File: src/rtl/wdg_pkg.sv
package wdg_pkg;
    typedef enum logic [1:0] {
        WD_IDLE = 2'd0,
        WD_RUN  = 2'd1,
        WD_HALT = 2'd2
    } wd_state_t;
endpackage

File: src/rtl/wdg_decode.sv
// Turns a register image into a tick count: multiplier scaled by 4^resolution.
module wdg_decode #(
    parameter int MULT_W = 5,
    parameter int RES_W  = 2,
    parameter int REG_W  = MULT_W + RES_W + 1,
    parameter int CNT_W  = MULT_W + 2 * ((1 << RES_W) - 1)
) (
    input  logic [REG_W-1:0] val_i,
    output logic [CNT_W-1:0] load_o,
    output logic             off_o
);
    logic [MULT_W-1:0] mult;
    logic [RES_W-1:0]  res;

    always_comb begin
        res    = val_i[RES_W-1:0];
        mult   = val_i[RES_W +: MULT_W];
        load_o = CNT_W'(mult) << (2 * res);
        off_o  = (mult == '0);
    end
endmodule

File: src/rtl/wdg_counter.sv
// Down counter of remaining ticks.
module wdg_counter #(
    parameter int CNT_W = 11
) (
    input  logic             clk,
    input  logic             rst_n,
    input  logic             load_i,
    input  logic [CNT_W-1:0] load_val_i,
    input  logic             dec_i,
    output logic [CNT_W-1:0] cnt_o,
    output logic             last_o
);
    always_ff @(posedge clk or negedge rst_n) begin
        if (!rst_n) begin
            cnt_o <= '0;
        end else if (load_i) begin
            cnt_o <= load_val_i;
        end else if (dec_i) begin
            cnt_o <= cnt_o - 1'b1;
        end
    end

    assign last_o = (cnt_o == CNT_W'(1));


    no_wrap_chk: assert property (@(posedge clk) disable iff (!rst_n)
        dec_i && !load_i |-> cnt_o != '0);
endmodule

File: src/rtl/wdg_fsm.sv
// Watchdog controller: state register, next state, registered pulse outputs.
module wdg_fsm
    import wdg_pkg::*;
(
    input  logic      clk,
    input  logic      rst_n,
    input  logic      restart_i,
    input  logic      restart_off_i,
    input  logic      tick_i,
    input  logic      last_i,
    input  logic      steer_i,
    output logic      dec_o,
    output logic      fire_o,
    output logic      rst_req_o,
    output logic      irq_o,
    output logic      cent_clr_o,
    output wd_state_t state_o
);
    wd_state_t state_q, state_d;

    assign fire_o = (state_q == WD_RUN) && tick_i && last_i && !restart_i;
    assign dec_o  = (state_q == WD_RUN) && tick_i && !last_i && !restart_i;
    assign state_o = state_q;

    always_comb begin
        state_d = state_q;
        if (restart_i) begin
            state_d = restart_off_i ? WD_IDLE : WD_RUN;
        end else begin
            unique case (state_q)
                WD_IDLE: state_d = WD_IDLE;
                WD_RUN: begin
                    if (fire_o) state_d = steer_i ? WD_IDLE : WD_HALT;
                end
                WD_HALT: state_d = WD_HALT;
                default: state_d = WD_IDLE;
            endcase
        end
    end

    always_ff @(posedge clk or negedge rst_n) begin
        if (!rst_n) state_q <= WD_IDLE;
        else        state_q <= state_d;
    end

    always_ff @(posedge clk or negedge rst_n) begin
        if (!rst_n) begin
            rst_req_o  <= 1'b0;
            irq_o      <= 1'b0;
            cent_clr_o <= 1'b0;
        end else begin
            rst_req_o  <= fire_o && steer_i;
            cent_clr_o <= fire_o && steer_i;
            irq_o      <= fire_o && !steer_i;
        end
    end


    pulse_excl_chk: assert property (@(posedge clk) disable iff (!rst_n)
        !(rst_req_o && irq_o));

    rst_one_cycle_chk: assert property (@(posedge clk) disable iff (!rst_n)
        rst_req_o |=> !rst_req_o);

    irq_one_cycle_chk: assert property (@(posedge clk) disable iff (!rst_n)
        irq_o |=> !irq_o);

    halt_hold_chk: assert property (@(posedge clk) disable iff (!rst_n)
        (state_q == WD_HALT) && !restart_i |=> state_q == WD_HALT);
endmodule

File: src/rtl/wdg_steer_top.sv
module wdg_steer_top
    import wdg_pkg::*;
#(
    parameter int MULT_W = 5,
    parameter int RES_W  = 2,
    parameter int FLAG_W = 8
) (
    input  logic                        clk,
    input  logic                        rst_n,
    input  logic                        reg_wr,
    input  logic                        reg_rd,
    input  logic [MULT_W+RES_W:0]       reg_wdata,
    output logic [MULT_W+RES_W:0]       reg_rdata,
    input  logic                        tick_i,
    output logic                        rst_req_o,
    output logic                        irq_o,
    output logic                        cent_clr_o,
    output logic [FLAG_W-1:0]           flags_o
);
    localparam int STEER_BIT = MULT_W + RES_W;
    localparam int REG_W     = STEER_BIT + 1;
    localparam int CNT_W     = MULT_W + 2 * ((1 << RES_W) - 1);

    logic [REG_W-1:0] ctl_q;
    logic [REG_W-1:0] src_val;
    logic [CNT_W-1:0] load_val, cnt;
    logic             restart, load_off, last, dec, fire, flag_q;
    wd_state_t        state;

    assign restart = reg_wr || reg_rd;
    assign src_val = reg_wr ? reg_wdata : ctl_q;

    wdg_decode #(.MULT_W(MULT_W), .RES_W(RES_W), .REG_W(REG_W), .CNT_W(CNT_W)) dec_i (
        .val_i (src_val),
        .load_o(load_val),
        .off_o (load_off)
    );

    wdg_counter #(.CNT_W(CNT_W)) cnt_i (
        .clk       (clk),
        .rst_n     (rst_n),
        .load_i    (restart),
        .load_val_i(load_val),
        .dec_i     (dec),
        .cnt_o     (cnt),
        .last_o    (last)
    );

    wdg_fsm fsm_i (
        .clk          (clk),
        .rst_n        (rst_n),
        .restart_i    (restart),
        .restart_off_i(load_off),
        .tick_i       (tick_i),
        .last_i       (last),
        .steer_i      (ctl_q[STEER_BIT]),
        .dec_o        (dec),
        .fire_o       (fire),
        .rst_req_o    (rst_req_o),
        .irq_o        (irq_o),
        .cent_clr_o   (cent_clr_o),
        .state_o      (state)
    );

    always_ff @(posedge clk or negedge rst_n) begin
        if (!rst_n) begin
            ctl_q <= '0;
        end else if (reg_wr) begin
            ctl_q <= reg_wdata;
        end else if (fire && ctl_q[STEER_BIT]) begin
            ctl_q <= '0;
        end
    end

    always_ff @(posedge clk or negedge rst_n) begin
        if (!rst_n)       flag_q <= 1'b0;
        else if (restart) flag_q <= 1'b0;
        else if (fire)    flag_q <= 1'b1;
    end

    assign reg_rdata = ctl_q;
    assign flags_o   = {flag_q, {(FLAG_W-1){1'b0}}};


    rst_clears_reg_chk: assert property (@(posedge clk) disable iff (!rst_n)
        rst_req_o |-> (ctl_q == '0) && flag_q && cent_clr_o);

    irq_sets_flag_chk: assert property (@(posedge clk) disable iff (!rst_n)
        irq_o |-> flag_q);

    restart_clears_flag_chk: assert property (@(posedge clk) disable iff (!rst_n)
        restart |=> !flag_q);

    run_nonzero_chk: assert property (@(posedge clk) disable iff (!rst_n)
        (state == WD_RUN) |-> cnt != '0);

    idle_quiet_chk: assert property (@(posedge clk) disable iff (!rst_n)
        (state == WD_IDLE) && !restart |=> !rst_req_o && !irq_o);
endmodule

File: config.mk
export PLATFORM = sky130hd
export DESIGN_NAME = wdg_steer_top
export DESIGN_NICKNAME = d
export VERILOG_FILES = /design/src/rtl/wdg_pkg.sv /design/src/rtl/wdg_decode.sv /design/src/rtl/wdg_counter.sv /design/src/rtl/wdg_fsm.sv /design/src/rtl/wdg_steer_top.sv
export SDC_FILE = /design/constraint.sdc
export NUM_CORES = 1
export LEC_CHECK = 0
export BUFFER_PORTS_ARGS = -buffer_cell sky130_fd_sc_hd__buf_2
export CAP_MARGIN = 20
export CORE_MARGIN = 2
export CORE_UTILIZATION = 40
export DETAILED_ROUTE_END_ITERATION = 10
export SETUP_SLACK_MARGIN = 0.15
export SYNTH_ARGS = -nofsm -noshare
export SYNTH_HDL_FRONTEND = slang
export SYNTH_SLANG_ARGS = --single-unit
File: constraint.sdc
create_clock -name clk -period 4.39 [get_ports clk]
set_clock_uncertainty 0.15 [all_clocks]
set_input_delay 0.2195 -clock clk [delete_from_list [all_inputs] [get_ports clk]]
set_output_delay 0.2195 -clock clk [all_outputs]
set_load 0.1 [all_outputs]
# --- Word-level counts from Yosys, hierarchy flattened ---
# Index checks and enable logic that the tools add are counted.
op_classes:
  div_mod_pow: 0
  n_addsub: 1
  order_cmp: 0
  reduce_logical: 15
  eq_ne: 4
  shift: 1
  n_bitwise: 0
  multipliers: 0
  n_mux: 12
ops:
  columns: ["op", "count"]
  rows:
  - ["2-to-1 mux 11 bit", 2]
  - ["2-to-1 mux 8 bit", 2]
  - ["equality test 11 x 1 -> 1 bit (second input constant)", 1]
  - ["left shift 5 x 3 -> 11 bit", 1]
  - ["subtractor 11 x 1 -> 11 bit (second input constant)", 1]
  - ["logical AND 1 bit", 7]
  - ["2-to-1 mux 7 bit", 1]
  - ["2-to-1 mux 2 bit", 3]
  - ["nonzero test 2 bit", 3]
  - ["zero test 5 bit", 1]
  - ["case mux 2 bit (2 select lines)", 1]
  - ["zero test 1 bit", 3]
  - ["2-to-1 mux 1 bit", 3]
  - ["inequality test 3 x 1 -> 1 bit (second input constant)", 1]
  - ["equality test 2 x 1 -> 1 bit (second input constant)", 1]
  - ["equality test 2 bit (second input constant)", 1]
  - ["logical OR 1 bit", 1]
totals:
  latch_bits: 0
  memories: 0
  romBits: 0
  mem_bits_rw: 0
  regBits: 24
  out_inout_bits: 19

# --- Logic depth before layout (Yosys ltp) ---
# Gate-level depths: netlist of run 1.
logic_depth:
  depth_word: 7
  mapped_depth: 8
  depth_no_buf: 6

# --- Cells and area by module ---
# Synthesis of run 1 repeated with hierarchy kept, for this count alone.
hier_totals:
  hier_cells: 155
  area_unflattened_um2: 1527.7
modules_own_cells:
  columns: ["module", "seq_area_each_um2", "area_per_inst_um2", "cells_each", "instances"]
  rows:
  - ["wdg_counter", 275.3, 644.4, 71, 1]
  - ["wdg_steer_top", 225.2, 511.7, 42, 1]
  - ["wdg_fsm", 100.1, 231.5, 21, 1]
  - ["wdg_decode", 0.0, 140.1, 21, 1]

# --- Worst setup path after synthesis of run 1 ---
# OpenSTA, ideal clock, no wires.
synth_path:
  kind: "flip-flop to flip-flop"
  startpoint: "register ctl_q[0] (netlist: reg_rdata[0])"
  endpoint: "register cnt_i.cnt_o[7]"
  setup_time_ns: 0.073
  arrival_ns: 1.903
  stages_incl_launch_ff: 5
  path_buffers: 0
  t_required_ns: 4.167
  setup_slack_ns: 2.264
  cell_sequence: "dfrtp_1 -> mux2_4 -> mux2_4 -> or2_0 -> a2bb2oi_2"
synth_between:
  elab_chain_len: 3
synth_lines:
  columns: ["element", "line", "source"]
  rows:
  - ["start: declaration", "wdg_steer_top.sv:24", "logic [REG_W-1:0] ctl_q;"]
  - ["start signal: assignment", "wdg_steer_top.sv:69", "ctl_q <= reg_wdata;"]
  - ["2-to-1 mux 7 bit", "wdg_steer_top.sv:31", "assign src_val = reg_wr ? reg_wdata : ctl_q;"]
  - ["left shift 5 x 3 -> 11 bit", "wdg_decode.sv:18", "load_o = CNT_W'(mult) << (2 * res);"]
  - ["2-to-1 mux 11 bit", "wdg_counter.sv:16", "end else if (load_i) begin"]
  - ["end signal: assignment", "wdg_counter.sv:17", "cnt_o <= load_val_i;"]
  - ["end signal: assignment", "wdg_counter.sv:19", "cnt_o <= cnt_o - 1'b1;"]
  - ["end: declaration", "wdg_counter.sv:10", "output logic [CNT_W-1:0] cnt_o,"]
# Every way passes these cells.
# A chain may end at the register's enable or synchronous reset.

# --- Final worst setup path of run 1 ---
layout_path:
  startpoint: "register cnt_i.cnt_o[5]"
  endpoint: "register cnt_i.cnt_o[5]"
layout_between:
  elab_chain_len: 5
layout_lines:
  columns: ["element"]
  rows:
  - ["branches (longest 5 deep; another with subtractor 11 x 1 -> 11 bit)"]
# Several ways; the timed one is not identified. The select of a mux whose other input is x is not followed.

==> results of run 1 <==
[cells in the final DEF (no fill, tap or decap), drive strengths merged, types with 2 or more instances in the layout]
cell | netlist | layout
nor2b | 2 | 2
clkbuf | 3 | 3
buf | 15 | 25
nand3 | 6 | 6
inv | 7 | 7
a21oi | 5 | 5
and2 | 3 | 3
o22ai | 3 | 3
a31oi | 2 | 2
or2 | 2 | 2
and4 | 2 | 2
nand4 | 4 | 4
nor3 | 3 | 3
nand3b | 3 | 3
mux2i | 8 | 8
o221ai | 3 | 3
conb | 1 | 7
o22a | 2 | 2
nand2 | 10 | 10
dfrtp | 24 | 24
nand4b | 2 | 2
a32o | 4 | 4
nor2 | 16 | 16
ha | 4 | 4
a21boi | 2 | 2
and3 | 3 | 3
mux2 | 5 | 5
nand2b | 2 | 2
a31o | 2 | 2
[worst min-delay path, cell delays in order]
cell and delay, ps:
buf_2 80, mux2i_1 60, a21oi_1 110
[state kept, by name (all words and copies together), names as in the netlist]
register,count
cnt_i.cnt_o,11
flag_q,1
fsm_i.irq_o,1
fsm_i.rst_req_o,1
fsm_i.state_o,2
reg_rdata,8
[cell usage after synthesis, types with 3 or more instances]
library cell	n
a21oi_1	4
a32o_1	4
and3_1	3
buf_2	3
buf_4	11
clkbuf_1	3
dfrtp_1	24
ha_1	4
inv_1	7
mux2_2	3
mux2i_1	8
nand2_1	10
nand3_1	6
nand3b_1	3
nand4_1	4
nor2_1	15
o221ai_1	3
o22ai_1	3
[worst min path at each step]
stage	from	to	slack [ps]
after floorplan	rst_n	cnt_i.cnt_o[0]	-230
after global placement	rst_n	fsm_i.state_o[1]	80
after detailed placement	rst_n	fsm_i.state_o[1]	90
after CTS	reg_wdata[7]	reg_rdata[7]	90
after global routing	reg_wdata[1]	reg_rdata[1]	130
final	reg_wdata[7]	reg_rdata[7]	100
[cells by family (layout without fill, tap and decap cells)]
| group | count (synthesis) | count (layout) | synth area share (%) |
|---|---|---|---|
| flops | 24 | 24 | 38.4 |
| simple gates | 61 | 61 | 21.9 |
| compound gates | 34 | 34 | 17.7 |
| buf+inv | 25 | 36 | 9.35 |
| other cells | 1 | 7 | 0.240 |
| mux | 13 | 13 | 9.19 |
| fa+ha+maj | 4 | 4 | 3.20 |
[area by class of cell]
class	instances	area, µm²
clock buffers	3	41.3
repair buffers	26	138
fillers	373	2010
flip-flops and latches	24	601
inverters	7	26.3
well taps	48	60.1
multi-input cells	119	841
[layer usage]
metal  part of all wire, %  GRT usage (%)
met4                  0.68           3.83
met3                   3.0           2.53
met2                    48           29.8
met1                    48           23.1
met5                     0              0
[where the power goes]
part / internal (W) / total (W) / switching, W
Clock: 0.0000613 / 0.000128 / 0.0000671
Sequential: 0.000244 / 0.000272 / 0.0000274
Combinational: 0.0000702 / 0.000242 / 0.000171
Total: 0.000376 / 0.000642 / 0.000266
[through the flow]
stage / power (W) / hold slack, ps / cells / setup WS [ps]
CTS: 0.000647 / 90.8 / 227 / 2010
global placement: 0.000511 / 76.9 / 223 / 2100
floorplan: 0.000476 / -226 / 168 / 2260
global route: 0.000680 / 129 / 227 / 1790
finish: 0.000642 / 97.9 / 227 / 2000
detailed placement: 0.000516 / 86.5 / 223 / 2040
==> qor.yml, run 1 <==
finish:
  syn2layout_area_growth_pct: 9.03
  antennaDiodeCount: 0
  drive_gt1_share_pct: 24.0
  fin_util_pct: 45.9
  final_cell_area_um2: 1710
  layout.nets: 198
synth:
  synth_seq_area_share_pct: 38.4
  syn_inst: 162
  yosys_register_bits: 24
  yosys-top-cells-area: "dfrtp_1 38%, buf_4 5.3%, mux2i_1 5.1%"
  postSynthAreaPerCell_um2: 9.66
  netlist_area_um2: 1570
  synth_flop_cell: "dfrtp_1"
  synthDominantCellAreaShare_pct: 38.4
  synth_edf_count: 0
  synth_top_area_cell: "dfrtp_1"
  async_reset_ff_share_pct: 100
  yosysUniqueCellTypes: 51
  yosys_warnings: 0
detailed_routing:
  drt.antenna.violating_nets: 0
  drtPass1Iterations: 4
  num_vias: 1245
  viasPerCell: 5.48
  first_iter_violations: 84
  finalWirelength_um: 3400
  drc: 0
  detail_route.wl_per_cell_um: 15.0
power_and_ir_drop:
  p_leak_nw: 0.793
  ir_drop_mv: 0.192
  powerDensity_nw_per_um2: 376
timing:
  period_share_pct: 54.3
  hold_violations: 0
  drv_slew: 0
  finalSetupTns_ps: 0
  fmax_mhz: 419
  finalCriticalPeriod_ps: 2390
  slew_headroom_pct: 32.8
  rsz0062_at_grt: "no"
  setup_viol: 0
  tightest_slew_ps: 1000
die:
  rows: 22
  dieHeight_um: 66.6
  core_area_um2: 3720
  die_w_um: 66.6
  die_area_um2: 4430
  initial_core_util_pct: 42.1
  ioPinCount: 32
global_route:
  grt_pass1_wl_um: 5920
  grt_max_degree: 25
  gr-total-overflow: 0
  antenna_found_initial: 0
  track_usage_pct: 17.3
  grt_pass1_vias: 1239
critical_path:
  ff2ff_path_depth: 4
  worstPathMaxFanout: 11
  arrival_ps: 2390
  path_buf_inv: 0
  rr_endpoint: "cnt_i.cnt_o[5]"
  cp_data_required_time_ps: 4390
  cpLargestDelayFamily: "simple AND/OR/NAND/NOR gates"
  crit_end: "cnt_i.cnt_o[5]"
  startpoint_type: "flip-flop"
  rr_startpoint: "cnt_i.cnt_o[5]"
  crit_type: "reg -> reg"
  crit_cells: 4
  crit_slowest_cell: "nor3_1"
  r2r_slack_ps: 2000
  crit_start: "cnt_i.cnt_o[5]"
  cp-end-kind: "flip-flop"
  path_cells: "nor3_1 > and4_1 > o21ai_2 > a32o_1"
  cpPeakStageDelay_ps: 820
status:
  status: "completed"
cts:
  cts_htree_levels: 1
  cts_resized: 0
  hold_buffers: 1
  clkTransAtPathRegs_ps: 80
  cts_buffers: 3
  cts.sinks: 24
  cts_setup_buffers: 0
  worstSkewPairLatency_ps: 260
  clock_path_buffers: 2
  tritoncts: "yes"
  cts_root_buffer: "clkbuf_8"
placed_design:
  place.port_buffers: 24
  place_area_um2: 1660
  hpwlAfterDp_um: 2600
  gp_congestion: 0.884
run:
  maxCapViolations: 0
hold_path:
  hold_class: "in -> reg"
  holdPathStages: 3
Note: power is estimated with default switching activity, not from simulation.
==> run 2, diff against run 1 <==
- clock period: 4.39 -> 2.4 ns (I/O delays scaled with it)
==> run 2 against run 1 <==
Cell count up 2.2%; clock-buffer cell count unchanged; largest cell class unchanged; die area is the same; critical path depth increased by 2; critical endpoint is now cnt_i.cnt_o[1]; non-clock buffer count is 4 higher; global-route usage decreased by 0.32 points; combinational power increased by 89%; first-iteration DRC count down 9.5%; core utilization rose by 1.8 points; sequential share of layout area is 1.3 points lower.
==> qor.yml, run 2 (synthesized netlist as in run 1, its figures left out) <==
die:
  die_area_um2: 4430
  initial_core_util_pct: 42.1
  dieHeight_um: 66.6
  ioPinCount: 32
  rows: 22
  core_area_um2: 3720
  die_w_um: 66.6
finish:
  syn2layout_area_growth_pct: 13.2
  largest_reg_flops: 11
  final_cell_mix: "24 x dfrtp_1, 24 x buf_2, 15 x nor2_1"
  nFillCells: 353
  layout.nets: 202
  regMostFlops: "cnt_i.cnt_o"
  antennaDiodeCount: 0
  drive_gt1_share_pct: 25.0
power_and_ir_drop:
  combPwrFrac_pct: 35.0
  ir_drop_mv: 0.315
  p_int_w: 0.000808
  p_leak_nw: 0.826
  p_clk_share_pct: 27.1
  seqPwrFrac_pct: 37.9
  power.switching_w: 0.000501
  swShare_pct: 38.3
  powerDensity_nw_per_um2: 739
detailed_routing:
  viasPerCell: 5.69
  drt.antenna.violating_nets: 0
  finalWirelength_um: 3490
  first_iter_violations: 76
  detail_route.wl_per_cell_um: 15.1
  num_vias: 1321
  drtPass1Iterations: 4
  drc: 0
placed_design:
  place.port_buffers: 24
  hpwlAfterDp_um: 2680
  gp_congestion: 0.916
hold_path:
  holdPathStages: 3
  hold_class: "in -> reg"
  hp-start: "reg_wdata[1]"
  min_to: "reg_rdata[1]"
cts:
  tritoncts: "yes"
  cts_root_buffer: "clkbuf_8"
  cts_setup_buffers: 0
  clock_path_buffers: 2
  worstSkewPairLatency_ps: 270
  clkTransAtPathRegs_ps: 80
  hold_buffers: 3
  cts_buffers: 3
  cts.sinks: 24
  cts_resized: 0
  cts_htree_levels: 1
critical_path:
  rr_startpoint: "cnt_i.cnt_o[1]"
  ff2ff_path_depth: 6
  arrival_ps: 2020
  crit_type: "reg -> reg"
  rr_endpoint: "cnt_i.cnt_o[1]"
  cp-end-kind: "flip-flop"
  worstPathMaxFanout: 10
  crit_start: "cnt_i.cnt_o[1]"
  startpoint_type: "flip-flop"
  r2r_slack_ps: 440
  cp_data_required_time_ps: 2460
timing:
  setup_viol: 0
  whs_ps: 3.48
  finalCriticalPeriod_ps: 1960
  tightest_slew_ps: 543
  finalSetupTns_ps: 0
  period_share_pct: 81.6
  hold_violations: 0
  slew_headroom_pct: 63.8
  drv_slew: 0
  fmax_mhz: 511
  rsz0062_at_grt: "no"
global_route:
  grt_max_degree: 25
  gr-total-overflow: 0
  grt_pass1_wl_um: 5730
  antenna_found_initial: 0
  track_usage_pct: 17.0
  grt_pass1_vias: 1182
status:
  status: "completed"
run:
  maxCapViolations: 0
-- run 2: cell count changes in the layout (fill, tap and decap cells not counted) --
cell and delta:
buf_4 +2, bufinv_16 +1, dlygate4sd3_1 +2
-- run 2: worst max-delay path, stage by stage, from the launching register on --
cell and delay [ps]:
dfrtp_1 440, inv_1 100, ha_1 180, nor2b_1 130
and4_1 240, o21ai_2 460, o22a_1 210
-- run 2: metrics by stage --
step	total power, W	std cells	setup WS [ps]	instance area (µm²)	util [%]
3_5_place_dp	0.000956	225	494	1670	44.9
2_1_floorplan	0.000870	168	274	1590	-
6_report	0.00131	232	441	1770	47.7
3_3_place_gp	0.000947	225	532	1670	44.9
5_1_grt	0.00137	232	325	1770	47.7
4_1_cts	0.00132	232	465	1770	47.7
-- run 2: cell type report --
type / count / area, µm² / area share [%]
well taps: 48 / 60.1 / 3.39
inverters: 7 / 26.3 / 1.48
multi-input cells: 119 / 841 / 47.5
clock buffers: 3 / 41.3 / 2.33
flip-flops and latches: 24 / 601 / 33.9
clock inverters: 1 / 30.0 / 1.69
repair buffers: 30 / 173 / 9.75
-- run 2: worst max-delay path by stage --
stage	to	slack (ps)	cells past startpoint
after global routing	cnt_i.cnt_o[1]	320	6
after floorplan	cnt_i.cnt_o[7]	270	4
after CTS	cnt_i.cnt_o[1]	470	6
after detailed placement	cnt_i.cnt_o[1]	490	6
after global placement	cnt_i.cnt_o[1]	530	6
final	cnt_i.cnt_o[1]	440	6
-- run 2: power groups by stage --
stage	logic, W	registers [W]	clock network, W
2_1_floorplan	0.000287	0.000583	0
3_3_place_gp	0.000446	0.000501	0
3_5_place_dp	0.000453	0.000503	0
4_1_cts	0.000458	0.000496	0.000364
5_1_grt	0.000490	0.000503	0.000382
6_report	0.000458	0.000496	0.000355
-- run 2: metal layers --
metal | GRT usage [%] | vias to the layer above | part of all wire, %
met5 | 0 | - | 0
met4 | 6.12 | 0 | 1.4
met3 | 2.20 | 5 | 5.3
met2 | 26.1 | 51 | 46
met1 | 24.5 | 645 | 47
li1 | - | 620 | -
==> run 3, diff against run 2 <==
- clock period: 2.4 -> 2 ns (I/O delays scaled with it)
==> run 3 against run 2 <==
Critical path depth is 1 higher; first-iteration DRC count is 39% higher; non-clock buffer count is 10 higher; global-route usage is 1.2 points higher; flip-flop and latch count stayed put; power is 24% higher; largest cell class unchanged.
==> qor.yml, run 3 (synthesized netlist as in run 1, its figures left out) <==
detailed_routing:
  drc: 0
  drt.antenna.violating_nets: 0
  num_vias: 1370
  detail_route.wl_per_cell_um: 14.9
  first_iter_violations: 106
  finalWirelength_um: 3610
  viasPerCell: 5.66
  drtPass1Iterations: 4
global_route:
  antenna_found_initial: 0
  track_usage_pct: 18.2
  grt_max_degree: 25
  grt_pass1_wl_um: 6120
  grt_pass1_vias: 1284
  gr-total-overflow: 0
timing:
  setup_ws_ps: 222
  finalCriticalPeriod_ps: 1780
  tightest_slew_ps: 558
  period_share_pct: 88.9
  finalSetupTns_ps: 0
  rsz0062_at_grt: "yes"
  fmax_mhz: 562
  hold_violations: 0
  setup_viol: 0
  slew_headroom_pct: 62.8
  drv_slew: 0
critical_path:
  crit_type: "reg -> reg"
  cp_data_required_time_ps: 2010
  startpoint_type: "flip-flop"
  cp-end-kind: "flip-flop"
  worstPathMaxFanout: 10
  arrival_ps: 1790
finish:
  antennaDiodeCount: 0
  syn2layout_area_growth_pct: 19.6
  multiInputGateArea_um2: 852
  layout.nets: 212
  largest_reg_flops: 11
  regMostFlops: "cnt_i.cnt_o"
  nFillCells: 360
  fin_util_pct: 50.4
  drive_gt1_share_pct: 34.0
  final_common_cell: "buf_2"
  seq_area_um2: 609
  final_cell_mix: "24 x buf_2, 17 x dfrtp_1, 15 x nor2_1"
die:
  dieHeight_um: 66.6
  rows: 22
  initial_core_util_pct: 42.1
  die_w_um: 66.6
  die_area_um2: 4430
  ioPinCount: 32
  core_area_um2: 3720
placed_design:
  gp_congestion: 0.916
  hpwlAfterDp_um: 2680
  place.port_buffers: 24
  pre_cts_ws_ps: 176
power_and_ir_drop:
  ir_drop_mv: 0.338
  p_leak_nw: 0.868
  powerDensity_nw_per_um2: 869
cts:
  worstSkewPairLatency_ps: 270
  clock_path_buffers: 2
  tritoncts: "yes"
  clkTransAtPathRegs_ps: 90
  cts.sinks: 24
  cts_root_buffer: "clkbuf_8"
  cts_htree_levels: 1
  cts_buffers: 3
status:
  status: "completed"
hold_path:
  hold_class: "in -> reg"
run:
  maxCapViolations: 0
run 3: cell types whose count changed in the layout (fill, tap and decap cells not counted), moves of 2 or more:
| cell | previous run | this run |
|---|---|---|
| dfrtp_2 | 0 | 7 |
| ha_1 | 4 | 2 |
| dlygate4sd3_1 | 3 | 5 |
| ha_2 | 0 | 2 |
| buf_4 | 3 | 11 |
| dfrtp_1 | 24 | 17 |
run 3: final cells by class:
cell class | count | share of cell area [%]
tap | 48 | 3.21
timing repair buffer | 40 | 13.5
clock inverter | 1 | 1.60
multi-input combinational | 119 | 45.5
sequential | 24 | 32.6
clock buffer | 3 | 2.21
inverter | 7 | 1.40
run 3: path summary, 6_finish.rpt:
kind                                 from              end  slack (ps)  cells past startpoint
hold / removal               reg_wdata[5]     reg_rdata[5]           6                      3
min in group asynchronous           rst_n     reg_rdata[5]         190                      2
setup reg to reg           cnt_i.cnt_o[1]  cnt_i.cnt_o[10]         220                      7
max in group asynchronous           rst_n     reg_rdata[1]        1110                      2
setup / recovery           cnt_i.cnt_o[1]  cnt_i.cnt_o[10]         220                      7
hold reg to reg                    flag_q           flag_q         360                      2
run 3: what timing repair did:
action	in CTS	in global routing
setup endpoints to repair	0	19
resized for setup	0	7
setup buffers	0	2
hold endpoints to repair	28	0
hold buffers	5	0
run 3: critical path: stages (launching register included):
cell	delay [ps]
dfrtp_1	380
inv_1	90
ha_1	150
nor2b_1	160
and4_4	280
o21ai_2	60
buf_4	180
a32o_1	220
run 3: where the power goes:
part | total (W) | internal [W] | leakage [nW] | switching (W)
clock | 0.000433 | 0.000268 | 0.0357 | 0.000166
sequential | 0.000586 | 0.000539 | 0.297 | 0.0000472
combinational | 0.000608 | 0.000201 | 0.535 | 0.000406
total | 0.00163 | 0.00101 | 0.868 | 0.000619
run 3: metal layers:
layer	vias up	track usage, %	wire length, µm
li1	642	-	-
met5	-	0	0
met3	10	2.53	195
met2	52	28.1	1670
met4	0	8.42	78
met1	666	25.1	1670
run 3: per-stage QoR:
step | instances | area (µm²) | power (W) | hold slack (ps)
CTS | 240 | 1850 | 0.00162 | 5.75
global route | 242 | 1870 | 0.00171 | 25.3
finish | 242 | 1870 | 0.00163 | 6.01
floorplan | 168 | 1600 | 0.00105 | -346
detailed placement | 231 | 1720 | 0.00118 | -25.0
global placement | 231 | 1720 | 0.00118 | -32.3
